**src/rtl/ob_xlate_pkg.sv**
```systemverilog
package ob_xlate_pkg;
  // word slot inside a 0x20-byte window block
  typedef enum logic [2:0] {
    SLOT_MATCH_LO = 3'd0,
    SLOT_MATCH_HI = 3'd1,
    SLOT_REMAP_LO = 3'd2,
    SLOT_REMAP_HI = 3'd3,
    SLOT_MASK_LO  = 3'd4,
    SLOT_MASK_HI  = 3'd5,
    SLOT_ACTION   = 3'd6,
    SLOT_SPARE    = 3'd7
  } slot_e;

  localparam int unsigned BLK_LG = 5;  // 32-byte block per window
  localparam int unsigned WORD_W = 32;
endpackage

```
**src/rtl/ob_xlate_regs.sv**
```systemverilog
module ob_xlate_regs
  import ob_xlate_pkg::*;
#(
  parameter int unsigned NUM_WIN  = 8,
  parameter int unsigned ADDR_W   = 64,
  parameter int unsigned REG_AW   = 16,
  parameter int unsigned MASK_LSB = 16,
  parameter logic [REG_AW-1:0] WIN_BASE = 16'h4C00
) (
  input  logic                             clk_i,
  input  logic                             rst_ni,
  input  logic                             reg_wr_i,
  input  logic [REG_AW-1:0]                reg_addr_i,
  input  logic [WORD_W-1:0]                reg_wdata_i,
  output logic [WORD_W-1:0]                reg_rdata_o,
  output logic [NUM_WIN-1:0][ADDR_W-1:0]   match_o,
  output logic [NUM_WIN-1:0][ADDR_W-1:0]   remap_o,
  output logic [NUM_WIN-1:0][ADDR_W-1:0]   mask_o,
  output logic [NUM_WIN-1:0][WORD_W-1:0]   action_o,
  output logic [WORD_W-1:0]                def_action_o
);
  localparam int unsigned IDX_W = (NUM_WIN > 1) ? $clog2(NUM_WIN) : 1;
  localparam int unsigned HI_W  = ADDR_W - WORD_W;
  localparam logic [REG_AW-1:0] WIN_SPAN = REG_AW'(NUM_WIN << BLK_LG);
  localparam logic [REG_AW-1:0] DEF_ADDR = WIN_BASE + WIN_SPAN - REG_AW'(4);

  logic [REG_AW-1:0] off;
  logic              in_win, is_def;
  logic [IDX_W-1:0]  widx;
  slot_e             slot;

  assign off    = reg_addr_i - WIN_BASE;
  assign is_def = (reg_addr_i == DEF_ADDR);
  assign in_win = (reg_addr_i >= WIN_BASE) && (off < WIN_SPAN) && (off[1:0] == 2'b00);
  assign widx   = off[BLK_LG +: IDX_W];
  assign slot   = slot_e'(off[BLK_LG-1:2]);

  logic [NUM_WIN-1:0][ADDR_W-1:0] match_q, remap_q, mask_q;
  logic [NUM_WIN-1:0][WORD_W-1:0] act_q;
  logic [WORD_W-1:0]              def_q;

  for (genvar w = 0; w < NUM_WIN; w++) begin : g_win
    logic wr_w;
    assign wr_w = reg_wr_i && in_win && !is_def && (widx == IDX_W'(w));
    always_ff @(posedge clk_i or negedge rst_ni) begin
      if (!rst_ni) begin
        match_q[w] <= '0;
        remap_q[w] <= '0;
        mask_q[w]  <= '0;
        act_q[w]   <= '0;
      end else if (wr_w) begin
        unique case (slot)
          SLOT_MATCH_LO: match_q[w][WORD_W-1:0]      <= reg_wdata_i;
          SLOT_MATCH_HI: match_q[w][ADDR_W-1:WORD_W] <= reg_wdata_i[HI_W-1:0];
          SLOT_REMAP_LO: remap_q[w][WORD_W-1:0]      <= reg_wdata_i;
          SLOT_REMAP_HI: remap_q[w][ADDR_W-1:WORD_W] <= reg_wdata_i[HI_W-1:0];
          SLOT_MASK_LO:  mask_q[w][WORD_W-1:0]       <= {reg_wdata_i[WORD_W-1:MASK_LSB], {MASK_LSB{1'b0}}};
          SLOT_MASK_HI:  mask_q[w][ADDR_W-1:WORD_W]  <= reg_wdata_i[HI_W-1:0];
          SLOT_ACTION:   act_q[w]                    <= reg_wdata_i;
          default: ;
        endcase
      end
    end
  end

  always_ff @(posedge clk_i or negedge rst_ni) begin
    if (!rst_ni)                 def_q <= '0;
    else if (reg_wr_i && is_def) def_q <= reg_wdata_i;
  end

  always_comb begin
    reg_rdata_o = '0;
    if (is_def) begin
      reg_rdata_o = def_q;
    end else if (in_win) begin
      unique case (slot)
        SLOT_MATCH_LO: reg_rdata_o = match_q[widx][WORD_W-1:0];
        SLOT_MATCH_HI: reg_rdata_o = WORD_W'(match_q[widx][ADDR_W-1:WORD_W]);
        SLOT_REMAP_LO: reg_rdata_o = remap_q[widx][WORD_W-1:0];
        SLOT_REMAP_HI: reg_rdata_o = WORD_W'(remap_q[widx][ADDR_W-1:WORD_W]);
        SLOT_MASK_LO:  reg_rdata_o = mask_q[widx][WORD_W-1:0];
        SLOT_MASK_HI:  reg_rdata_o = WORD_W'(mask_q[widx][ADDR_W-1:WORD_W]);
        SLOT_ACTION:   reg_rdata_o = act_q[widx];
        default:       reg_rdata_o = '0;
      endcase
    end
  end

  assign match_o      = match_q;
  assign remap_o      = remap_q;
  assign mask_o       = mask_q;
  assign action_o     = act_q;
  assign def_action_o = def_q;
endmodule

```
**src/rtl/ob_xlate_hit.sv**
```systemverilog
module ob_xlate_hit #(
  parameter int unsigned ADDR_W = 64
) (
  input  logic [ADDR_W-1:0] addr_i,
  input  logic [ADDR_W-1:0] match_i,
  input  logic [ADDR_W-1:0] mask_i,
  output logic              hit_o
);
  // bit 0 of match is the enable; mask bit 0 is always clear so it never compares
  assign hit_o = match_i[0] && ((addr_i & mask_i) == (match_i & mask_i));
endmodule

```
**src/rtl/ob_xlate_sel.sv**
```systemverilog
module ob_xlate_sel #(
  parameter int unsigned NUM_WIN = 8,
  parameter int unsigned ADDR_W  = 64,
  parameter int unsigned ACT_W   = 32,
  localparam int unsigned IDX_W  = (NUM_WIN > 1) ? $clog2(NUM_WIN) : 1
) (
  input  logic [ADDR_W-1:0]               addr_i,
  input  logic [NUM_WIN-1:0]              hit_i,
  input  logic [NUM_WIN-1:0][ADDR_W-1:0]  remap_i,
  input  logic [NUM_WIN-1:0][ADDR_W-1:0]  mask_i,
  input  logic [NUM_WIN-1:0][ACT_W-1:0]   action_i,
  input  logic [ACT_W-1:0]                def_action_i,
  output logic [ADDR_W-1:0]               addr_o,
  output logic [ACT_W-1:0]                action_o,
  output logic                            hit_o,
  output logic [IDX_W-1:0]                win_o
);
  always_comb begin
    addr_o   = addr_i;
    action_o = def_action_i;
    hit_o    = 1'b0;
    win_o    = '0;
    // walk downward so the lowest index is assigned last
    for (int w = NUM_WIN - 1; w >= 0; w--) begin
      if (hit_i[w]) begin
        addr_o   = (addr_i & ~mask_i[w]) | (remap_i[w] & mask_i[w]);
        action_o = action_i[w];
        hit_o    = 1'b1;
        win_o    = IDX_W'(w);
      end
    end
  end
endmodule

```
**src/rtl/ob_xlate.sv**
```systemverilog
module ob_xlate
  import ob_xlate_pkg::*;
#(
  parameter int unsigned NUM_WIN  = 8,
  parameter int unsigned ADDR_W   = 64,
  parameter int unsigned REG_AW   = 16,
  parameter int unsigned MASK_LSB = 16,
  parameter logic [REG_AW-1:0] WIN_BASE = 16'h4C00,
  localparam int unsigned IDX_W   = (NUM_WIN > 1) ? $clog2(NUM_WIN) : 1
) (
  input  logic              clk_i,
  input  logic              rst_ni,
  input  logic              reg_wr_i,
  input  logic [REG_AW-1:0] reg_addr_i,
  input  logic [WORD_W-1:0] reg_wdata_i,
  output logic [WORD_W-1:0] reg_rdata_o,
  input  logic              req_valid_i,
  input  logic [ADDR_W-1:0] req_addr_i,
  output logic              rsp_valid_o,
  output logic [ADDR_W-1:0] rsp_addr_o,
  output logic [WORD_W-1:0] rsp_action_o,
  output logic              rsp_hit_o,
  output logic [IDX_W-1:0]  rsp_win_o
);
  logic [NUM_WIN-1:0][ADDR_W-1:0] match, remap, mask;
  logic [NUM_WIN-1:0][WORD_W-1:0] action;
  logic [WORD_W-1:0]              def_action;
  logic [NUM_WIN-1:0]             hit;

  ob_xlate_regs #(
    .NUM_WIN(NUM_WIN), .ADDR_W(ADDR_W), .REG_AW(REG_AW),
    .MASK_LSB(MASK_LSB), .WIN_BASE(WIN_BASE)
  ) regs_i (
    .clk_i, .rst_ni, .reg_wr_i, .reg_addr_i, .reg_wdata_i, .reg_rdata_o,
    .match_o(match), .remap_o(remap), .mask_o(mask),
    .action_o(action), .def_action_o(def_action)
  );

  for (genvar w = 0; w < NUM_WIN; w++) begin : g_hit
    ob_xlate_hit #(.ADDR_W(ADDR_W)) hit_i (
      .addr_i(req_addr_i), .match_i(match[w]), .mask_i(mask[w]), .hit_o(hit[w])
    );
  end

  logic [ADDR_W-1:0] sel_addr;
  logic [WORD_W-1:0] sel_act;
  logic              sel_hit;
  logic [IDX_W-1:0]  sel_win;

  ob_xlate_sel #(.NUM_WIN(NUM_WIN), .ADDR_W(ADDR_W), .ACT_W(WORD_W)) sel_i (
    .addr_i(req_addr_i), .hit_i(hit), .remap_i(remap), .mask_i(mask),
    .action_i(action), .def_action_i(def_action),
    .addr_o(sel_addr), .action_o(sel_act), .hit_o(sel_hit), .win_o(sel_win)
  );

  always_ff @(posedge clk_i or negedge rst_ni) begin
    if (!rst_ni) begin
      rsp_valid_o  <= 1'b0;
      rsp_addr_o   <= '0;
      rsp_action_o <= '0;
      rsp_hit_o    <= 1'b0;
      rsp_win_o    <= '0;
    end else begin
      rsp_valid_o <= req_valid_i;
      if (req_valid_i) begin
        rsp_addr_o   <= sel_addr;
        rsp_action_o <= sel_act;
        rsp_hit_o    <= sel_hit;
        rsp_win_o    <= sel_win;
      end
    end
  end
endmodule

```
**config.mk**
```make
export PLATFORM = sky130hd
export DESIGN_NAME = ob_xlate
export DESIGN_NICKNAME = d
export VERILOG_FILES = /design/src/rtl/ob_xlate_pkg.sv /design/src/rtl/ob_xlate_regs.sv /design/src/rtl/ob_xlate_hit.sv /design/src/rtl/ob_xlate_sel.sv /design/src/rtl/ob_xlate.sv
export SDC_FILE = /design/constraint.sdc
export NUM_CORES = 2
export LEC_CHECK = 0
export ABC_AREA = 1
export BUFFER_PORTS_ARGS = -buffer_cell sky130_fd_sc_hd__buf_4
export CORE_MARGIN = 2
export CORE_UTILIZATION = 35
export DETAILED_ROUTE_END_ITERATION = 10
export PLACE_DENSITY = 0.6
export SYNTH_ARGS = -nofsm -noshare
export SYNTH_HDL_FRONTEND = slang
export SYNTH_SLANG_ARGS = --single-unit
export TNS_END_PERCENT = 30
```
**constraint.sdc**
```tcl
create_clock -name clk_i -period 2.9 [get_ports clk_i]
set_input_delay 0.145 -clock clk_i [delete_from_list [all_inputs] [get_ports clk_i]]
set_output_delay 0.145 -clock clk_i [all_outputs]
set_load 0.02 [all_outputs]
```
; Word-level counts from Yosys, hierarchy flattened
; Index checks and enable logic that the tools add are counted.
[word_totals]
ff_bits = 1797
in_bits = 116
output_inout_bits = 133
[classes]
addsub = 1
n_lt_le_gt_ge = 3
eq_ne = 22
n_mux = 43
bitwise = 48
reduce_logical = 81
[op_table]
columns = op, count
row1 = $and A64 B64 Y64, 32
row2 = $mux W64, 11
row3 = $bmux W64 S3, 3
row4 = $eq A64 B64 Y1, 8
row5 = $not A64 Y64, 8
row6 = $or A64 B64 Y64, 8
row7 = $mux W32, 11
row8 = $pmux W32 S7, 1
row9 = $reduce_and A2 Y1, 56
row10 = $bmux W32 S3, 1
row11 = $mux W3, 8
row12 = $eq A3 B3 Y1 const B, 7
row13 = $logic_and A1 B1 Y1, 21
row14 = $eq A16 B15 Y1 const B, 1
row15 = $ge A16 B15 Y1 const B, 1
row16 = $lt A16 B9 Y1 const B, 1
row17 = $sub A16 B15 Y16 const B, 1
row18 = $eq A3 B2 Y1 const B, 4
row19 = $mux W1, 8
row20 = $eq A3 B1 Y1 const B, 2
row21 = $logic_not A3 Y1, 2
row22 = $lt A3 B4 Y1 const B, 1
row23 = $logic_not A2 Y1, 1
row24 = $logic_not A1 Y1, 1

; Depth between registers and ports, before layout
[logic_depth]
ltp_word = 11
mapped_depth = 23

; Hierarchy
; Synthesis repeated with hierarchy kept, for this count alone.
[unflattened]
cells_unflattened = 16490
area_unflattened_um2 = 107247.9
[by_module_without_submodules]
columns = module, instances, cells_per_inst, area_each_um2
row1 = ob_xlate_regs, 1, 10121, 78691.7
row2 = ob_xlate_sel, 1, 3338, 14038.5
row3 = ob_xlate_hit, 8, 326, 1336.3
row4 = ob_xlate, 1, 423, 3827.4

; Worst setup path after synthesis
; Ideal clock, no wire load.
[synth_path]
kind = input -> output
from = in reg_addr_i[5]
to = out reg_rdata_o[31]
arrival_ns = 2.002
path_slack_ns = 0.753
path_stages = 10
n_path_buf = 4
cell_sequence = buf_2 -> nor2_1 -> clkbuf_1 -> clkbuf_1 -> clkbuf_1 -> nand2_1 -> o2111a_1 -> o311ai_0 -> o21ai_0 -> nand2_1
[synth_between]
elab_chain_cells = 6
elab_cells_between_ends = 17
cone_classes = add/sub: 1 / order compare: 2 / eq/ne: 1 / mux: 11 / reduce/logical: 2
[synth_lines]
columns = element, line
row1 = "start, declared", ob_xlate.sv:14  ; input logic [REG_AW-1:0] reg_addr_i,
row2 = $sub A16 B15 Y16, ob_xlate_regs.sv:32  ; assign off = reg_addr_i - WIN_BASE;
row3 = $lt A16 B9 Y1 (tied with other cells), ob_xlate_regs.sv:34  ; assign in_win = (reg_addr_i >= WIN_BASE) && (off < WIN_SPAN) && (off[1:0] == 2'b00);
row4 = $logic_and A1 B1 Y1 (tied with other cells), ob_xlate_regs.sv:34
row5 = $logic_and A1 B1 Y1 or $pmux W32 S7 (tied branches), "ob_xlate_regs.sv:34, ob_xlate_regs.sv:76"
row6 = $mux W32, ob_xlate_regs.sv:75  ; end else if (in_win) begin
row7 = $mux W32 (*), ob_xlate_regs.sv:73  ; if (is_def) begin
row8 = "end, declared", ob_xlate.sv:16  ; output logic [WORD_W-1:0] reg_rdata_o,
; Mark *: on every way between the ends. The rest lies on a longest branch, timed or not. The select of a mux whose other input is x is not followed.

; Worst setup path in the final report
[layout_path]
from = reg regs_i.match_q (netlist bit regs_i.match_o[294])
to = out reg_rdata_o[6]
[layout_between]
elab_chain_cells = 5
[layout_lines]
columns = element, line
row1 = "start, declared", ob_xlate_regs.sv:38  ; logic [NUM_WIN-1:0][ADDR_W-1:0] match_q, remap_q, mask_q;
row2 = "start signal, assigned by index", ob_xlate_regs.sv:53  ; SLOT_MATCH_LO: match_q[w][WORD_W-1:0] <= reg_wdata_i;
row3 = "start signal, assigned by index", ob_xlate_regs.sv:54  ; SLOT_MATCH_HI: match_q[w][ADDR_W-1:WORD_W] <= reg_wdata_i[HI_W-1:0];
row4 = $bmux W64 S3, ob_xlate_regs.sv:78  ; SLOT_MATCH_HI: reg_rdata_o = WORD_W'(match_q[widx][ADDR_W-1:WORD_W]);
row5 = $mux W64, n/a
row6 = $pmux W32 S7, ob_xlate_regs.sv:76  ; unique case (slot)
row7 = $mux W32, ob_xlate_regs.sv:75
row8 = $mux W32, ob_xlate_regs.sv:73
; No other way between the ends. The select of a mux whose other input is x is not followed.

==> flow_metrics.py <==
metrics = {
    "min_path": {
        "hp-class": "primary input to flip-flop",
        "min-delay-start": "req_addr_i[62]",
    },
    "logic_synthesis": {
        "synth_seq_cells": 1797,
        "yosysWarnings": 0,
        "syn_area_um2": 94600,
        "synthCells": 12600,
        "yosys.area.top_type": "dfrtp_1",
        "yosys-top-cells-area": "dfrtp_1 48%, nand2_1 15%, o21ai_0 12%",
        "synth_top_area_frac": 0.475,
        "async_flop_share": 1.00,
        "ys_seq_area_frac": 0.475,
        "synth_cell_types": 68,
        "syn-num-nets": 12700,
        "synth-main-ff-cell": "dfrtp_1",
        "syn_avg_cell_area_um2": 7.53,
        "synth_edf_count": 0,
    },
    "worst_setup_path": {
        "end_kind": "output port",
        "cp.required_ns": 2.76,
        "path_class": "flip-flop to output port",
        "start_kind": "flip-flop",
        "worstSetupStartpoint": "regs_i.match_o[294]",
        "crit_arrival_ns": 2.89,
        "path_max_fanout": 3,
        "reg2reg_from": "regs_i.match_o[309]",
    },
    "placement": {
        "io_buffers": 248,
        "dp_slack_ns": -0.416,
        "dp_hpwl_um": 379000,
        "dp.cells": 16600,
        "gp_congestion": 1.08,
    },
    "sta": {
        "hold_viol": 0,
        "fmax_mhz": 329,
        "min_period_ns": 3.04,
        "finalWorstSetupSlack_ns": -0.136,
        "period_share": 1.05,
        "hold_ws_ns": 0.0439,
        "worstMarginPinSlew_ns": 1.28,
        "finalSetupViolations": 19,
        "drv_slew": 0,
        "fin_skew_ns": 0.0786,
        "rsz0062_at_grt": "yes",
        "relSlewSlack": 0.142,
    },
    "power": {
        "p_int_mw": 43.1,
        "switchingPower_mw": 15.3,
        "combPwrFrac": 0.080,
        "total_power_mw": 58.4,
        "power_leakage_nw": 54.0,
        "power_density_nw_per_um2": 484,
        "irDropWorstVdd_mv": 0.508,
        "swShare": 0.262,
        "clkPwrFrac": 0.485,
        "seqPwrFrac": 0.435,
    },
    "final_layout": {
        "area_delta_synth_final_pct": 27.4,
        "drive_gt1_frac": 0.169,
        "nNetsFinal": 13500,
        "layout_common_cells": "3794 x nand2_1, 2164 x o21ai_0, 1789 x dfrtp_1, 1166 x buf_4, 645 x a21oi_1",
        "finish.utilization": 0.449,
        "layout_commonest_cell": "nand2_1",
        "fin_cells": 17200,
    },
    "cts": {
        "clkLatencyLatePin_ns": 0.93,
        "clkTransAtPathRegs_ns": 0.06,
        "cts.sinks": 1797,
        "clockRootBuffer": "clkbuf_16",
        "clock_path_buffers": 4,
        "cts_tree": "built",
        "cts_buffers": 211,
        "h-tree-depth": 4,
    },
    "global_route": {
        "grt_use_total": 0.381,
        "grt_max_degree": 134,
        "grt_pass1_wl_um": 742000,
        "overflow": 0,
        "grt_antenna_before_repair": 59,
        "grt_pass1_vias": 93700,
    },
    "drt": {
        "viasPerCell": 5.97,
        "wl_per_cell_um": 31.4,
        "drtIter0Drc": 17000,
        "dr.pass1.iters": 6,
        "drc_errors": 0,
        "wl_um": 539000,
        "antenna_left": 0,
        "vias": 103000,
    },
    "outcome": {
        "status": "finished with violations",
        "violations": "setup timing",
    },
    "flow_run": {
        "cap_violations": 0,
    },
    "die": {
        "dieArea_um2": 274000,
        "die_h_um": 524,
        "ios": 249,
        "core.rowCount": 190,
        "dieWidth_um": 524,
        "coreArea_um2": 268000,
        "start_util": 0.352,
    },
}
-- path summary, 6_finish.rpt --
path,depth (start not counted),slack [ns],to
worst max-delay path,7,-0.14,reg_rdata_o[6]
worst min-delay path,8,0.04,rsp_addr_o[62]
worst max register to register,20,-0.02,rsp_action_o[16]
worst min register to register,2,0.47,rsp_addr_o[11]
max in group asynchronous,3,1.17,regs_i.match_o[166]
min in group asynchronous,3,0.05,regs_i.action_o[165]
-- worst max-delay path, stage by stage, from the launching register on --
cell and delay, ns:
dfrtp_1 0.39, buf_4 0.15, o2bb2ai_1 0.17, o311ai_4 0.52, nand2_1 0.16, o41ai_2 0.25
nand2_1 0.16, buf_6 0.17
-- cell type report --
cell class | count | area [µm²]
Antenna cell | 29 | 72.6
Clock buffer | 305 | 6090
Clock inverter | 76 | 1050
Fill cell | 26900 | 148000
Inverter | 592 | 2280
Multi-Input combinational cell | 9181 | 44900
Sequential cell | 1797 | 45000
Tap cell | 3552 | 4440
Timing Repair Buffer | 1646 | 16700
-- registers in the layout (all words and copies together) (netlist names) --
name and count:
rsp_addr_o 64, regs_i.match_o 512, regs_i.remap_o 512, rsp_valid_o 1, rsp_hit_o 1, regs_i.mask_o 384, regs_i.action_o 256, rsp_action_o 32
rsp_win_o 3, regs_i.def_action_o 32
-- power by group through the flow --
stage / Clock [mW] / Combinational [mW] / Sequential [mW]
global route: 29.4 / 4.86 / 25.4
finish: 28.3 / 4.68 / 25.4
detailed placement: 0 / 4.30 / 25.8
global placement: 0 / 4.30 / 25.9
floorplan: 0 / 1.52 / 25.9
CTS: 28.4 / 4.50 / 25.4
-- through the flow --
step                      setup TNS (ns)  instance area, µm²
after global routing               -3.08              120000
after CTS                          -1.89              119000
after global placement            -45.61              109000
after detailed placement          -53.44              109000
final                             -0.805              121000
after floorplan                        0               94600
-- cell usage after synthesis (6+ instances only) --
cell,instances
a22oi_1,302
nand3b_1,19
or2_2,15
buf_2,219
nand2_1,3836
o21ai_0,2206
a221oi_1,47
a21oi_1,681
nor2_1,621
nor3_4,9
nand3_1,568
inv_2,23
a211oi_1,10
o41ai_1,8
clkinv_1,7
o311ai_0,30
a22o_1,20
o22ai_1,86
o21ai_1,165
o21a_1,7
nand2_4,49
a31oi_1,46
nor4_1,29
o31ai_1,6
dfrtp_1,1797
o2bb2ai_1,17
o211ai_1,52
inv_1,561
buf_1,34
nand2_2,9
buf_4,17
clkbuf_1,720
nand4_1,125
nor3b_1,6
o2111ai_1,97
a41oi_1,14
nor3_1,37
nor2_4,7
-- kinds of logic (layout without fill, tap and decap cells) --
| logic type | Yosys count | after routing | synth area share |
|---|---|---|---|
| DFF | 1797 | 1797 | 0.475 |
| buffers and inverters | 1588 | 2619 | 0.0670 |
| AOI/OAI and AO/OA | 3826 | 3826 | 0.225 |
| xor gates and xnor gates | 3 | 3 | 0.000278 |
| and+or+nand+nor | 5352 | 5352 | 0.233 |
| other | 0 | 29 | 0 |
-- what timing repair did --
action / in CTS / in global routing
buffers inserted: 46 / 43
resized for setup: 224 / 269
hold endpoints to repair: 2851 / 0
cloned: 4 / 13
setup endpoints to repair: 115 / 114
pin swaps: 70 / 76
hold buffers: 121 / 0
-- metal layers --
| metal | up-vias | global-route usage | wire length [µm] |
|---|---|---|---|
| li1 | 44200 | - | - |
| met1 | 49600 | 0.500 | 205000 |
| met2 | 7085 | 0.542 | 221000 |
| met3 | 1574 | 0.102 | 67400 |
| met4 | 38 | 0.268 | 45100 |
| met5 | - | 0 | 266 |
No activity file was read; power rests on OpenSTA's default activity.
